`config.mk`:
```
export PLATFORM = sky130hd
export DESIGN_NAME = wdog_timer
export DESIGN_NICKNAME = d
export VERILOG_FILES = /design/src/rtl/wdog_pkg.sv /design/src/rtl/wdog_lock_reg.sv /design/src/rtl/wdog_prescaler.sv /design/src/rtl/wdog_down_counter.sv /design/src/rtl/wdog_timer.sv
export SDC_FILE = /design/constraint.sdc
export NUM_CORES = 1
export LEC_CHECK = 0
export ABC_AREA = 1
export BUFFER_PORTS_ARGS = -buffer_cell sky130_fd_sc_hd__buf_4
export CAP_MARGIN = 20
export CORE_ASPECT_RATIO = 1.2
export CORE_UTILIZATION = 39
export CTS_CLUSTER_DIAMETER = 120
export DETAILED_ROUTE_END_ITERATION = 6
export PLACE_DENSITY = 0.64
export RECOVER_POWER = 25
export SLEW_MARGIN = 20
export SYNTH_ARGS = -nofsm -noshare
export SYNTH_HDL_FRONTEND = slang
export SYNTH_HIERARCHICAL = 1
export SYNTH_SLANG_ARGS = --single-unit
```
`constraint.sdc`:
```
create_clock -name clk -period 2.5 [get_ports clk]
set_clock_uncertainty 0.2 [all_clocks]
set_input_delay 0.5 -clock clk [delete_from_list [all_inputs] [get_ports clk]]
set_output_delay 0.5 -clock clk [all_outputs]
set_load 0.01 [all_outputs]
```
`src/rtl/wdog_pkg.sv`:
```
package wdog_pkg;
   typedef enum logic [1:0] {
      SEL_CTRL  = 2'd0,
      SEL_MOD   = 2'd1,
      SEL_COUNT = 2'd2,
      SEL_NONE  = 2'd3
   } wd_sel_e;
endpackage

```
`src/rtl/wdog_lock_reg.sv`:
```
module wdog_lock_reg #(
   parameter int unsigned W = 16,
   parameter logic [W-1:0] RST_VAL = '0
) (
   input  logic         clk,
   input  logic         rst_n,
   input  logic         dbg,
   input  logic         wr,
   input  logic [W-1:0] wdata,
   output logic [W-1:0] q,
   output logic         locked,
   output logic         accept
);
   // debug writes always land and never consume the single normal write
   assign accept = wr && (dbg || !locked);

   always_ff @(posedge clk or negedge rst_n) begin
      if (!rst_n) begin
         q      <= RST_VAL;
         locked <= 1'b0;
      end else begin
         if (accept) q <= wdata;
         if (wr && !dbg) locked <= 1'b1;
      end
   end
endmodule

```
`src/rtl/wdog_prescaler.sv`:
```
module wdog_prescaler #(
   parameter int unsigned PRE_W = 12
) (
   input  logic clk,
   input  logic rst_n,
   input  logic run,
   input  logic clear,
   output logic tick
);
   generate
      if (PRE_W == 0) begin : g_direct
         assign tick = run && !clear;
      end else begin : g_div
         logic [PRE_W-1:0] pre_q;
         assign tick = run && !clear && (&pre_q);
         always_ff @(posedge clk or negedge rst_n) begin
            if (!rst_n)     pre_q <= '0;
            else if (clear) pre_q <= '0;
            else if (run)   pre_q <= pre_q + 1'b1;
         end
      end
   endgenerate
endmodule

```
`src/rtl/wdog_down_counter.sv`:
```
module wdog_down_counter #(
   parameter int unsigned W = 16
) (
   input  logic         clk,
   input  logic         rst_n,
   input  logic         load,
   input  logic [W-1:0] load_val,
   input  logic         dec,
   output logic [W-1:0] count,
   output logic         fault
);
   always_ff @(posedge clk or negedge rst_n) begin
      if (!rst_n) begin
         count <= '1;
         fault <= 1'b0;
      end else if (load) begin
         count <= load_val;
      end else if (dec) begin
         count <= count - 1'b1;
         if (count == '0) fault <= 1'b1;
      end
   end
endmodule

```
`src/rtl/wdog_timer.sv`:
```
module wdog_timer #(
   parameter int unsigned BUS_W    = 24,
   parameter int unsigned CNT_W    = 16,
   parameter int unsigned PRE_W    = 12,
   parameter int unsigned STOP_BIT = 3,
   parameter logic [BUS_W-1:0] CTRL_RST = 24'h00000F,
   parameter logic [CNT_W-1:0] MOD_RST  = '1
) (
   input  logic             clk,
   input  logic             rst_n,
   input  logic             debug_mode,
   input  logic [1:0]       reg_sel,
   input  logic             reg_wr,
   input  logic [BUS_W-1:0] reg_wdata,
   output logic [BUS_W-1:0] reg_rdata,
   input  logic             service,
   output logic             fault
);
   import wdog_pkg::*;

   localparam int unsigned PAD_W = BUS_W - CNT_W;

   if (CNT_W > BUS_W) begin : g_bad_cnt_w
      $error("CNT_W must not exceed BUS_W");
   end
   if (STOP_BIT >= BUS_W) begin : g_bad_stop
      $error("STOP_BIT must lie inside the control word");
   end
   if (PRE_W > 24) begin : g_bad_pre
      $error("PRE_W out of range");
   end

   wd_sel_e sel;
   assign sel = wd_sel_e'(reg_sel);

   logic [BUS_W-1:0] ctrl_q;
   logic [CNT_W-1:0] mod_q, count_q;
   logic ctrl_locked, mod_locked, ctrl_acc, mod_acc;
   logic run, reload, tick;
   logic [CNT_W-1:0] load_val;

   wdog_lock_reg #(.W(BUS_W), .RST_VAL(CTRL_RST)) u_ctrl (
      .clk(clk), .rst_n(rst_n), .dbg(debug_mode),
      .wr(reg_wr && sel == SEL_CTRL), .wdata(reg_wdata),
      .q(ctrl_q), .locked(ctrl_locked), .accept(ctrl_acc));

   wdog_lock_reg #(.W(CNT_W), .RST_VAL(MOD_RST)) u_mod (
      .clk(clk), .rst_n(rst_n), .dbg(debug_mode),
      .wr(reg_wr && sel == SEL_MOD), .wdata(reg_wdata[CNT_W-1:0]),
      .q(mod_q), .locked(mod_locked), .accept(mod_acc));

   // stop bit only has meaning while debug is active
   assign run      = !(debug_mode && ctrl_q[STOP_BIT]);
   assign reload   = service || mod_acc;
   assign load_val = mod_acc ? reg_wdata[CNT_W-1:0] : mod_q;

   wdog_prescaler #(.PRE_W(PRE_W)) u_pre (
      .clk(clk), .rst_n(rst_n), .run(run), .clear(reload), .tick(tick));

   wdog_down_counter #(.W(CNT_W)) u_cnt (
      .clk(clk), .rst_n(rst_n), .load(reload), .load_val(load_val),
      .dec(tick), .count(count_q), .fault(fault));

   generate
      if (PAD_W == 0) begin : g_nopad
         always_comb begin
            unique case (sel)
               SEL_CTRL:  reg_rdata = ctrl_q;
               SEL_MOD:   reg_rdata = mod_q;
               SEL_COUNT: reg_rdata = count_q;
               default:   reg_rdata = '0;
            endcase
         end
      end else begin : g_pad
         always_comb begin
            unique case (sel)
               SEL_CTRL:  reg_rdata = ctrl_q;
               SEL_MOD:   reg_rdata = {{PAD_W{1'b0}}, mod_q};
               SEL_COUNT: reg_rdata = {{PAD_W{1'b0}}, count_q};
               default:   reg_rdata = '0;
            endcase
         end
      end
   endgenerate

   logic unused_acc;
   assign unused_acc = ctrl_acc ^ ctrl_locked;
endmodule

```
Word-level counts from Yosys, hierarchy flattened:

Cells that the tools add are included.

* flip-flop bits (word level): 71
* output and inout port bits: 25
* word-level logic and storage cells: 41

* add/sub/neg operators: 2
* equal/unequal tests: 3
* muxes and demuxes: 6
* bitwise logic cells: 1
* reduce and logical (&&, ||, !) cells: 22

Operators by type and width (number)
* one-hot mux 24 bit (3 select lines): 1
* 2-to-1 mux 16 bit: 3
* 2-to-1 mux 12 bit: 2
* zero test 16 bit: 1
* subtractor 16 x 1 -> 16 bit (second input constant): 1
* adder 12 x 1 -> 12 bit (second input constant): 1
* AND reduction 12 bit: 1
* logical AND 1 bit: 9
* zero test 1 bit: 5
* logical OR 1 bit: 3
* AND reduction 3 bit: 1
* == test 2 x 1 -> 1 bit (second input constant): 1
* == test 2 bit (second input constant): 1
* zero test 2 bit: 1
* != test 2 x 1 -> 1 bit (second input constant): 1
* nonzero test 2 bit: 1
* inverter 1 bit: 1

Longest topological paths before layout:

Gate-level depths: netlist of the first run.

* depth after elaboration: 9
* depth in mapped cells: 19
* depth with buffers taken out: 14

Modules after synthesis:

Netlist of the first run, hierarchy kept.

By module, submodules not included
* wdog_down_counter: instances 1, cells each 156, area each 1128.6 µm², seq. area each 445.4 µm²
* wdog_lock_reg (u_ctrl): instances 1, cells each 109, area each 1068.5 µm², seq. area each 630.6 µm²
* wdog_lock_reg (u_mod): instances 1, cells each 74, area each 720.7 µm², seq. area each 445.4 µm²
* wdog_timer: instances 1, cells each 148, area each 689.4 µm², seq. area each 0.0 µm²
* wdog_prescaler: instances 1, cells each 87, area each 656.9 µm², seq. area each 300.3 µm²

Worst setup path before layout of the first run:

OpenSTA, ideal clock, no wires.

* path kind: input-to-reg
* start point: in reg_sel[0]
* end point: reg u_cnt.fault
* arrival time: 2.956 ns
* data required time: 2.235 ns
* setup slack: -0.721 ns
* stages on the path: 19
* cells stage by stage: buf_6 > inv_2 > buf_6 > nor3_2 > buf_4 > nand2_4 > buf_8 > inv_1 > buf_2 > or2_2 > nor2_1 > nand3_1 > nor3_1 > inv_2 > nor2_2 > inv_1 > nor2_1 > nand3_1 > nand2_1

* cells in the longest elaborated chain, start to end: 8
* elaborated cells between the ends (all ways): 9
* classes of those cells: eq/ne (1); bitwise (1); reduce/logical (7)

Ends and longest elaborated chain
* start, declared: line wdog_timer.sv:12 `input logic [1:0] reg_sel,`
* == test 2 x 1 -> 1 bit: line wdog_timer.sv:49 `.wr(reg_wr && sel == SEL_MOD), .wdata(reg_wdata[CNT_W-1:0]),`
* logical AND 1 bit: line wdog_timer.sv:49
* logical AND 1 bit: line wdog_lock_reg.sv:15 `assign accept = wr && (dbg || !locked);`
* net mod_acc: line wdog_timer.sv:38 `logic ctrl_locked, mod_locked, ctrl_acc, mod_acc;`
* logical OR 1 bit: line wdog_timer.sv:54 `assign reload = service || mod_acc;`
* net reload: line wdog_timer.sv:39 `logic run, reload, tick;`
* zero test 1 bit: line wdog_prescaler.sv:15 `assign tick = run && !clear && (&pre_q);`
* logical AND 1 bit (2 in a row): line wdog_prescaler.sv:15
* net tick: line wdog_timer.sv:39
* AND reduction 3 bit (no source line)
* end signal, assigned: line wdog_down_counter.sv:15 `fault <= 1'b0;`
* end signal, assigned: line wdog_down_counter.sv:20 `if (count == '0) fault <= 1'b1;`
* end, declared: line wdog_down_counter.sv:10 `output logic fault`

The timed path passes the listed nets, and every way through them passes these cells.
A chain may end at the register's enable or synchronous reset.

Worst setup path after layout of the first run:

* start point: in reg_sel[0]
* end point: out reg_rdata[4]

* cells in the longest elaborated chain, start to end: 2
* elaborated cells between the ends (all ways): 4
* classes of those cells: eq/ne (2); mux (1); reduce/logical (1)

Ends and longest elaborated chain
* == test 2 bit (tied with other cells): line wdog_timer.sv:76 `unique case (sel)`
* one-hot mux 24 bit (3 select lines) *: line wdog_timer.sv:76
* end, declared: line wdog_timer.sv:15 `output logic [BUS_W-1:0] reg_rdata,`

Mark *: on every way between the ends. The rest lies on a longest branch, timed or not.

==> flow_summary_export.csv, run 1 <==
group,metric,value,unit
timing,maxSlewViolCount,0,
place,port_buffers,55,
synthesis,syn_area,4260,um2
setup_path,worst-path-max-fanout,17,
die,die_y,116,um
clock_tree,cts.clk_slew.worst_paths,0.06,ns
cells_and_area,syn2layout_area_growth,19.6,%
synthesis,syn_area_per_cell,7.44,um2
die,initial_utilization,40.3,%
grt,overflow,0,
clock_tree,cts_max_path_buffers,2,
clock_tree,clock_latency,0.34,ns
clock_tree,cts_tree,"yes",
die,rows,41,
die,die-area,11300,um2
timing,fmax,444,MHz
cells_and_area,drive_gt1_share,25.9,%
die,io_pins,56,
timing,setup_viol,0,
power_and_ir_drop,p_total,3930,uW
setup_path,required,1.80,ns
routing,drc,0,
routing,drt-wirelength-per-cell,14.3,um
setup_path,cp-start-kind,"primary input",
status,run_status,"complete, no violations",
clock_tree,cts_resized,0,
timing,hold_violations,0,
grt,antenna_found_initial,0,
clock_tree,cts_buffers,9,
clock_tree,cts.sinks,71,
cells_and_area,final_common_cell,"nand2_1",
routing,ant_nets,0,
setup_path,worstSetupPathType,"in -> out",
cells_and_area,design.final.nets,664,
die,die_x,97.4,um
power_and_ir_drop,powerDensity,771,nW/um2
timing,rsz0062_at_grt,"false",
cells_and_area,layout_common_cells,"nand2_1, nand3_1, buf_4",
synthesis,yosys_warnings,6,
routing,vias,3927,
cells_and_area,final_util,48.2,%
grt,grt_pass1_wl,18300,um
cells_and_area,n_fill_cell,1047,
min_path,hold_class,"in -> reg",
routing,via_per_inst,5.13,
timing,slew_headroom,38.6,%
power_and_ir_drop,p_leak,0.00253,uW
clock_tree,postCtsSetupBuffers,0,
grt,grt_pass1_vias,3760,
synthesis,syn_inst,573,
grt,use_met2,33.9,%
grt,grt_use_met3,3.71,%
die,core,10600,um2
timing,tightest_slew,0.920,ns
grt,grt_max_degree,38,
routing,dr.first_iter.drc_count,216,
cells_and_area,antennaDiodeCount,0,
place,gp_congestion,0.882,
timing,holdWs,0.196,ns
power_and_ir_drop,ir_drop,0.000499,V
timing,period_share,90.1,%
flow_run,cap_violations,0,
timing,period_minus_slack,2.25,ns
grt,top_usage_layer,"met2",
setup_path,endpoint_kind,"output port",
clock_tree,ctsRootBufferMaster,"clkbuf_16",
grt,grt_usage,20.4,%
clock_tree,htree_levels,3,
synthesis,synth_fp_nets,606,
setup_path,arrival,1.55,ns
grt,grtUsageMet1,26.2,%
routing,finalWirelength,10900,um
routing,dr.pass1.iters,5,
place,dpl.hpwl,7990,um
==> through the flow <==
stage                     setup TNS (ns)  cell area [um2]  cells  setup WS (ns)
after floorplan                    -4.39             4330    573         -0.323
after global placement                 0             4800    748         0.0417
after detailed placement               0             4800    748         0.0186
after CTS                              0             5110    765          0.237
after global routing                   0             5100    765          0.137
final                                  0             5100    765          0.247
==> sequential cells by signal, indices dropped and copies added, names as in the netlist <==
name	count
u_cnt/count	16
u_cnt/fault	1
u_ctrl/locked	1
u_ctrl/q	24
u_mod/locked	1
u_mod/q	16
u_pre/g_div.pre_q	12
==> critical path: stages <==
cell	delay (ns)
buf_4	0.14
buf_4	0.22
nor2_8	0.27
nand2_1	0.11
nand3_1	0.16
buf_4	0.15
==> final timing paths <==
check / from / endpoint / slack, ns / depth (start not counted)
setup / recovery: reg_sel[0] / reg_rdata[4] / 0.25 / 6
hold / removal: reg_wdata[21] / u_ctrl/q[21] / 0.20 / 3
setup reg to reg: u_mod/locked / u_cnt/count[4] / 0.32 / 11
hold reg to reg: u_ctrl/q[1] / u_ctrl/q[1] / 0.27 / 2
max in group asynchronous: rst_n / u_ctrl/q[3] / 0.69 / 3
min in group asynchronous: rst_n / u_ctrl/q[23] / 0.64 / 2
==> power by group <==
part           switching [uW]  internal, uW
clock network             512           777
registers                 218          1480
logic                     553           394
total                    1280          2650
==> metal layers <==
| layer | vias to the layer above | part of all wire, % |
|---|---|---|
| li1 | 1950 | - |
| met1 | 1860 | 43 |
| met2 | 100 | 50 |
| met3 | 17 | 4.8 |
| met4 | 0 | 2.1 |
| met5 | - | 0 |
==> what timing repair did <==
item / 4_1_cts / 5_1_grt
endpoints found under the hold margin: 17 / 0
endpoints found under the setup margin: 0 / 0
hold buffers: 1 / 0
==> area by class of cell <==
class	instances	area, um2	area share (%)
Multi-Input combinational cell	431	2090	40.9
Tap cell	129	161	3.17
Clock buffer	10	229	4.49
Sequential cell	71	1820	35.7
Inverter	46	180	3.53
Timing Repair Buffer	72	549	10.8
Clock inverter	6	70.1	1.37
Power figures use the tool's default switching activity.
==> run 2: changes to the inputs <==
CORE_UTILIZATION = 53   (was 39)
PLACE_DENSITY = 0.81   (was 0.64)
==> run 2 against run 1 <==
The run now ends with DRC left. Sequential power hardly changed. Hold slack got worse by 0.0066 ns. Sequential share of layout area rose by 1.2 points. Register-to-register slack is essentially flat. Non-clock buffer count decreased by 1. Total power is 9.0% lower. Count of clock-buffer cells in the layout up 1. Die area fell by 26%. Routed wire length is 4.4% lower. Flip-flop and latch count did not move. Maximum frequency grew 1.6%. Largest power group unchanged. Highest routed layer unchanged.
==> flow_summary_export.csv, run 2 (same netlist as run 1, synthesis figures left out) <==
group,metric,value,unit
setup_path,cp_slowest_stage_delay,0.21,ns
setup_path,rr_endpoint,"u_cnt/count[8]",
cells_and_area,top_register,"u_ctrl/q",
cells_and_area,reg.largest.list,"u_ctrl/q: 24 flops, u_cnt/count: 16 flops, u_mod/q: 16 flops",
setup_path,crit_buf_inv,4,
die,die_y,100,um
grt,grt_pass1_wl,18000,um
routing,finalWirelength,10400,um
timing,setup_ws,0.284,ns
min_path,hold_end,"u_ctrl/q[20]",
timing,period_share,88.7,%
clock_tree,cts_max_path_buffers,2,
timing,hold_violations,0,
clock_tree,clock_latency,0.34,ns
die,core,7750,um2
place,gp_congestion,0.984,
clock_tree,ctsRootBufferMaster,"clkbuf_8",
status,run_status,"finished with violations",
timing,tightest_slew,1.15,ns
status,violations,"DRC",
setup_path,rr_worst_depth,12,
cells_and_area,design.final.nets,663,
routing,dr.first_iter.drc_count,290,
cells_and_area,antennaDiodeCount,0,
setup_path,required,1.80,ns
cells_and_area,syn2layout_area_growth,15.8,%
power_and_ir_drop,powerDensity,725,nW/um2
cells_and_area,layout_common_cells,"nand2_1, nand3_1, buf_4",
cells_and_area,seq_area,1820,um2
die,rows,35,
place,preCtsSetupSlack,0.0265,ns
routing,drc,4,
setup_path,worst-path-max-fanout,17,
die,die_x,83.8,um
grt,grt_pass1_vias,3897,
clock_tree,cts_buffers,9,
setup_path,cp_cell_sequence,"buf_4, buf_4, nor2_8, buf_4, nand2_1, nand3_1, buf_4",
grt,grt_max_degree,47,
routing,via_per_inst,5.44,
die,initial_utilization,55.0,%
timing,maxSlewViolCount,0,
power_and_ir_drop,p_leak,0.00248,uW
clock_tree,htree_levels,3,
timing,period_minus_slack,2.22,ns
place,dpl.hpwl,7680,um
min_path,hp-start,"reg_wdata[20]",
grt,overflow,0,
clock_tree,postCtsSetupBuffers,0,
place,port_buffers,55,
routing,ant_nets,0,
clock_tree,cts.sinks,71,
cells_and_area,n_fill_cell,676,
cells_and_area,drive_gt1_share,25.8,%
cells_and_area,final_common_cell,"nand2_1",
clock_tree,cts_resized,0,
grt,grt_usage,26.9,%
min_path,hold_class,"in -> reg",
cells_and_area,final_util,63.6,%
cells_and_area,largest_reg_flops,24,
setup_path,crit_start,"reg_sel[0]",
min_path,holdPathStages,3,
routing,drt-wirelength-per-cell,14.4,um
clock_tree,cts.clk_slew.worst_paths,0.08,ns
clock_tree,cts_tree,"yes",
setup_path,worstSetupPathType,"in -> out",
timing,rsz0062_at_grt,"false",
setup_path,arrival,1.52,ns
die,die-area,8400,um2
setup_path,path_delay_family,"buffers and inverters",
timing,tns,0,ns
flow_run,cap_violations,0,
power_and_ir_drop,ir_drop,0.000426,V
setup_path,slowest_stage,"buf_4",
cells_and_area,multiInputGateArea,2090,um2
setup_path,reg2reg_from,"u_mod/locked",
setup_path,endpoint_kind,"output port",
setup_path,crit_path_frequent_cell,"buf_4",
setup_path,ff2ff_setup_slack,0.33,ns
routing,dr.pass1.iters,7,
die,io_pins,56,
timing,slew_headroom,23.5,%
timing,fmax,451,MHz
timing,setup_viol,0,
grt,antenna_found_initial,0,
routing,vias,3953,
setup_path,cp-start-kind,"primary input",
==> run 2: cell types whose count changed in the layout (fill, tap and decap cells not counted) <==
cell / change
clkinvlp_4: -1
clkbuf_8: +10
clkinv_2: +1
inv_6: -1
buf_12: -1
clkbuf_16: -9
==> run 2: area by class of cell <==
type / count / share of cell area (%)
inverters: 46 / 3.65
clock buffers: 11 / 2.87
multi-input cells: 431 / 42.3
well taps: 92 / 2.33
clock inverters: 5 / 1.19
repair buffers: 71 / 10.7
flip-flops and latches: 71 / 36.9
==> run 2: worst max path at each step <==
stage	to	slack, ns	depth (start not counted)
6_report	reg_rdata[6]	0.28	7
5_1_grt	u_pre/g_div.pre_q[10]	0.13	10
4_1_cts	reg_rdata[6]	0.28	7
3_5_place_dp	u_cnt/count[8]	0.03	14
3_3_place_gp	u_cnt/count[8]	0.08	14
2_1_floorplan	u_cnt/fault	-0.32	19
==> run 2: through the flow <==
stage / total power, uW / instances / cell area, um2 / hold slack [ns]
2_1_floorplan: 2320 / 573 / 4330 / 0.00441
3_3_place_gp: 2610 / 710 / 4730 / 0.253
3_5_place_dp: 2650 / 710 / 4730 / 0.245
4_1_cts: 3590 / 727 / 4940 / 0.173
5_1_grt: 3800 / 727 / 4930 / 0.188
6_report: 3580 / 727 / 4930 / 0.190
==> run 2: where the power goes <==
group          switching, uW  internal [uW]
combinational            556            392
clock                    439            489
sequential               224           1480
==> run 2: layer usage <==
metal	global-route usage (%)	wire [um]	vias to the layer above
met5	0	0	-
met4	13.9	270	0
li1	-	-	1943
met3	3.62	505	32
met2	45.6	5240	142
met1	33.8	4430	1836
==> run 2: worst register-to-register path, stage by stage, from the launching register on <==
cell and delay (ns):
dfrtp_1 0.40, nand2_4 0.07, nand2_4 0.07, inv_2 0.04, or2_4 0.23, nor2_4 0.10, nand3_2 0.12, nor3_4 0.24
inv_2 0.08, nor2_4 0.14, buf_4 0.20, nand2_1 0.09, o21ai_1 0.13
==> run 2: what timing repair did <==
item	CTS	global route
hold endpoints to repair	19	0
hold buffers	1	0
setup endpoints to repair	0	0
==> run 3: changes to the inputs <==
CORE_ASPECT_RATIO = 1.5   (was 1.2)
CORE_UTILIZATION = 52   (was 53)
PLACE_DENSITY = 0.8   (was 0.81)
SYNTH_HIERARCHICAL = default   (was 1)
==> run 3 against run 2 <==
The run now ends clean. Count of clock-buffer cells in the layout grew 1. Final cell count shrank 6.3%. Flip-flop and latch count did not move. First-iteration DRC count fell by 20%. Worst setup slack lost 0.093 ns. Sequential power fell by 6%. Core utilization grew 0.25 points. Via count down 11%. Maximum frequency fell by 4.0%. Largest power group unchanged. Highest routed layer unchanged.
==> flow_summary_export.csv, run 3 <==
group,metric,value,unit
clock_tree,htree_levels,3,
die,initial_utilization,54.0,%
setup_path,arrival,1.61,ns
routing,drt-wirelength-per-cell,13.5,um
die,rows,38,
timing,tightest_slew,0.920,ns
timing,fmax,433,MHz
cells_and_area,drive_gt1_share,25.5,%
routing,finalWirelength,9200,um
synthesis,yosysSeqAreaShare,46.3,%
setup_path,cp_cell_sequence,"buf_4, nor2_1, inv_1, nor2_1, buf_4",
die,die_y,108,um
place,port_buffers,55,
timing,period_minus_slack,2.31,ns
synthesis,syn_area,3930,um2
clock_tree,cts_buffers,9,
place,gp_congestion,0.906,
synthesis,yosysTopAreaCellShare,24.1,%
cells_and_area,syn2layout_area_growth,18.2,%
routing,dr.pass1.iters,4,
timing,setup_viol,0,
setup_path,worstSetupPathType,"in -> out",
routing,drc,0,
synthesis,ys_top_cells_by_area,"dfstp_2, dfrtp_1, nand2_1, inv_1, nor2_1",
clock_tree,cts_max_path_buffers,2,
timing,slew_headroom,38.7,%
grt,grt_pass1_vias,3517,
routing,via_per_inst,5.14,
grt,grt_usage,25.8,%
die,die_x,73.0,um
routing,vias,3500,
timing,hold_violations,0,
setup_path,endpoint_kind,"output port",
synthesis,synth_edf_count,0,
clock_tree,cts_tree,"yes",
grt,grt_pass1_wl,15500,um
die,core,7270,um2
setup_path,cp-start-kind,"primary input",
routing,wl_met1,3690,um
timing,rsz0062_at_grt,"false",
routing,route.met2.wl,4960,um
clock_tree,clock_latency,0.36,ns
synthesis,synth_flop_cell,"dfstp_2",
clock_tree,cts.clk_slew.worst_paths,0.07,ns
cells_and_area,design.final.nets,609,
synthesis,synth_commonest_cells,"nand2_1, inv_1, nor2_1",
cells_and_area,reg.largest.list,"u_ctrl.q: 24 flops, u_cnt.count: 16 flops, u_mod.q: 16 flops",
timing,period_share,92.4,%
die,die-area,7920,um2
setup_path,required,1.80,ns
synthesis,synth_fp_nets,546,
synthesis,yosysUniqueCellTypes,33,
synthesis,async_flop_share,100,%
cells_and_area,largest_reg_flops,24,
power_and_ir_drop,powerDensity,712,nW/um2
clock_tree,cts_resized,0,
grt,overflow,0,
cells_and_area,final_common_cell,"nand2_1",
min_path,holdPathStages,3,
synthesis,synth_most_common_cell,"nand2_1",
synthesis,syn_area_per_cell,7.66,um2
place,dpl.hpwl,6890,um
timing,maxSlewViolCount,0,
routing,top_layer_used,"met4",
clock_tree,cts.sinks,71,
synthesis,synth_top_cell_by_area,"dfstp_2",
flow_run,cap_violations,0,
setup_path,worst-path-max-fanout,8,
routing,route.met3.wl,346,um
routing,ant_nets,0,
synthesis,syn_inst,513,
clock_tree,ctsRootBufferMaster,"clkbuf_8",
synthesis,yosys_warnings,0,
power_and_ir_drop,ir_drop,0.000485,V
min_path,hold_class,"in -> reg",
grt,grt_max_degree,37,
setup_path,rr_worst_depth,10,
cells_and_area,layout_common_cells,"nand2_1, inv_1, buf_4",
status,run_status,"complete, no violations",
routing,dr.first_iter.drc_count,232,
grt,antenna_found_initial,0,
cells_and_area,final_util,63.9,%
cells_and_area,antennaDiodeCount,0,
cells_and_area,top_register,"u_ctrl.q",
timing,tns,0,ns
power_and_ir_drop,p_leak,0.00227,uW
setup_path,slowest_stage,"nor2_1",
synthesis,synth-seq-cells,71,
die,io_pins,56,
setup_path,cp_slowest_stage_delay,0.41,ns
[run 3: cell type report]
type                    count  area (um2)
inverters                  73         274
clock inverters             4        28.8
clock buffers              12         165
multi-input cells         354        1720
repair buffers             67         512
fillers                   684        2630
well taps                 100         125
flip-flops and latches     71        1820
[run 3: kinds of logic after synthesis]
group                      Yosys count  share of synthesized area [%]
AOI/OAI and AO/OA                   72                           12.3
adders and majority gates            2                          0.636
and+or+nand+nor                    272                           29.6
DFF                                 71                           46.3
xor gates and xnor gates             8                           1.78
buffers and inverters               88                           9.32
[run 3: per-stage QoR]
step	worst slack (ns)	hold WS [ns]	std cells	instance area [um2]	power [uW]
final	0.191	0.183	681	4650	3310
after global routing	0.0691	0.187	681	4650	3530
after CTS	0.234	0.177	681	4680	3350
after detailed placement	0.232	0.248	664	4470	2460
after global placement	0.273	0.237	664	4470	2440
after floorplan	0.547	0.00441	513	3930	2140
[run 3: layer usage]
layer / vias up / global-route usage [%]
met5: - / 0
met3: 16 / 5.41
met2: 73 / 47.1
met1: 1669 / 28.7
met4: 0 / 9.52
li1: 1742 / -
[run 3: worst paths after layout]
| path | endpoint | start | slack [ns] |
|---|---|---|---|
| max | reg_rdata[16] | reg_sel[0] | 0.19 |
| min | u_ctrl.q[1] | reg_wdata[1] | 0.18 |
| max reg2reg | u_cnt.count[6] | u_pre.g_div.pre_q[0] | 0.63 |
| min reg2reg | u_ctrl.locked | u_ctrl.locked | 0.27 |
| max in group asynchronous | u_ctrl.q[3] | rst_n | 0.69 |
| min in group asynchronous | u_ctrl.q[22] | rst_n | 0.61 |
[run 3: where the power goes]
| group | internal (uW) | leakage (uW) | switching (uW) |
|---|---|---|---|
| Sequential | 1440 | 0.000805 | 156 |
| Clock | 441 | 0.0000946 | 431 |
| Combinational | 339 | 0.00137 | 502 |
[run 3: what timing repair did]
item / in CTS / in global routing
hold buffers: 1 / 0
setup buffers: 0 / 0
hold endpoints to repair: 19 / 0
[run 3: critical path, delay by kind of cell]
family,cells,cell delay (ns)
buffers and inverters,3,0.52
and+or+nand+nor,2,0.58
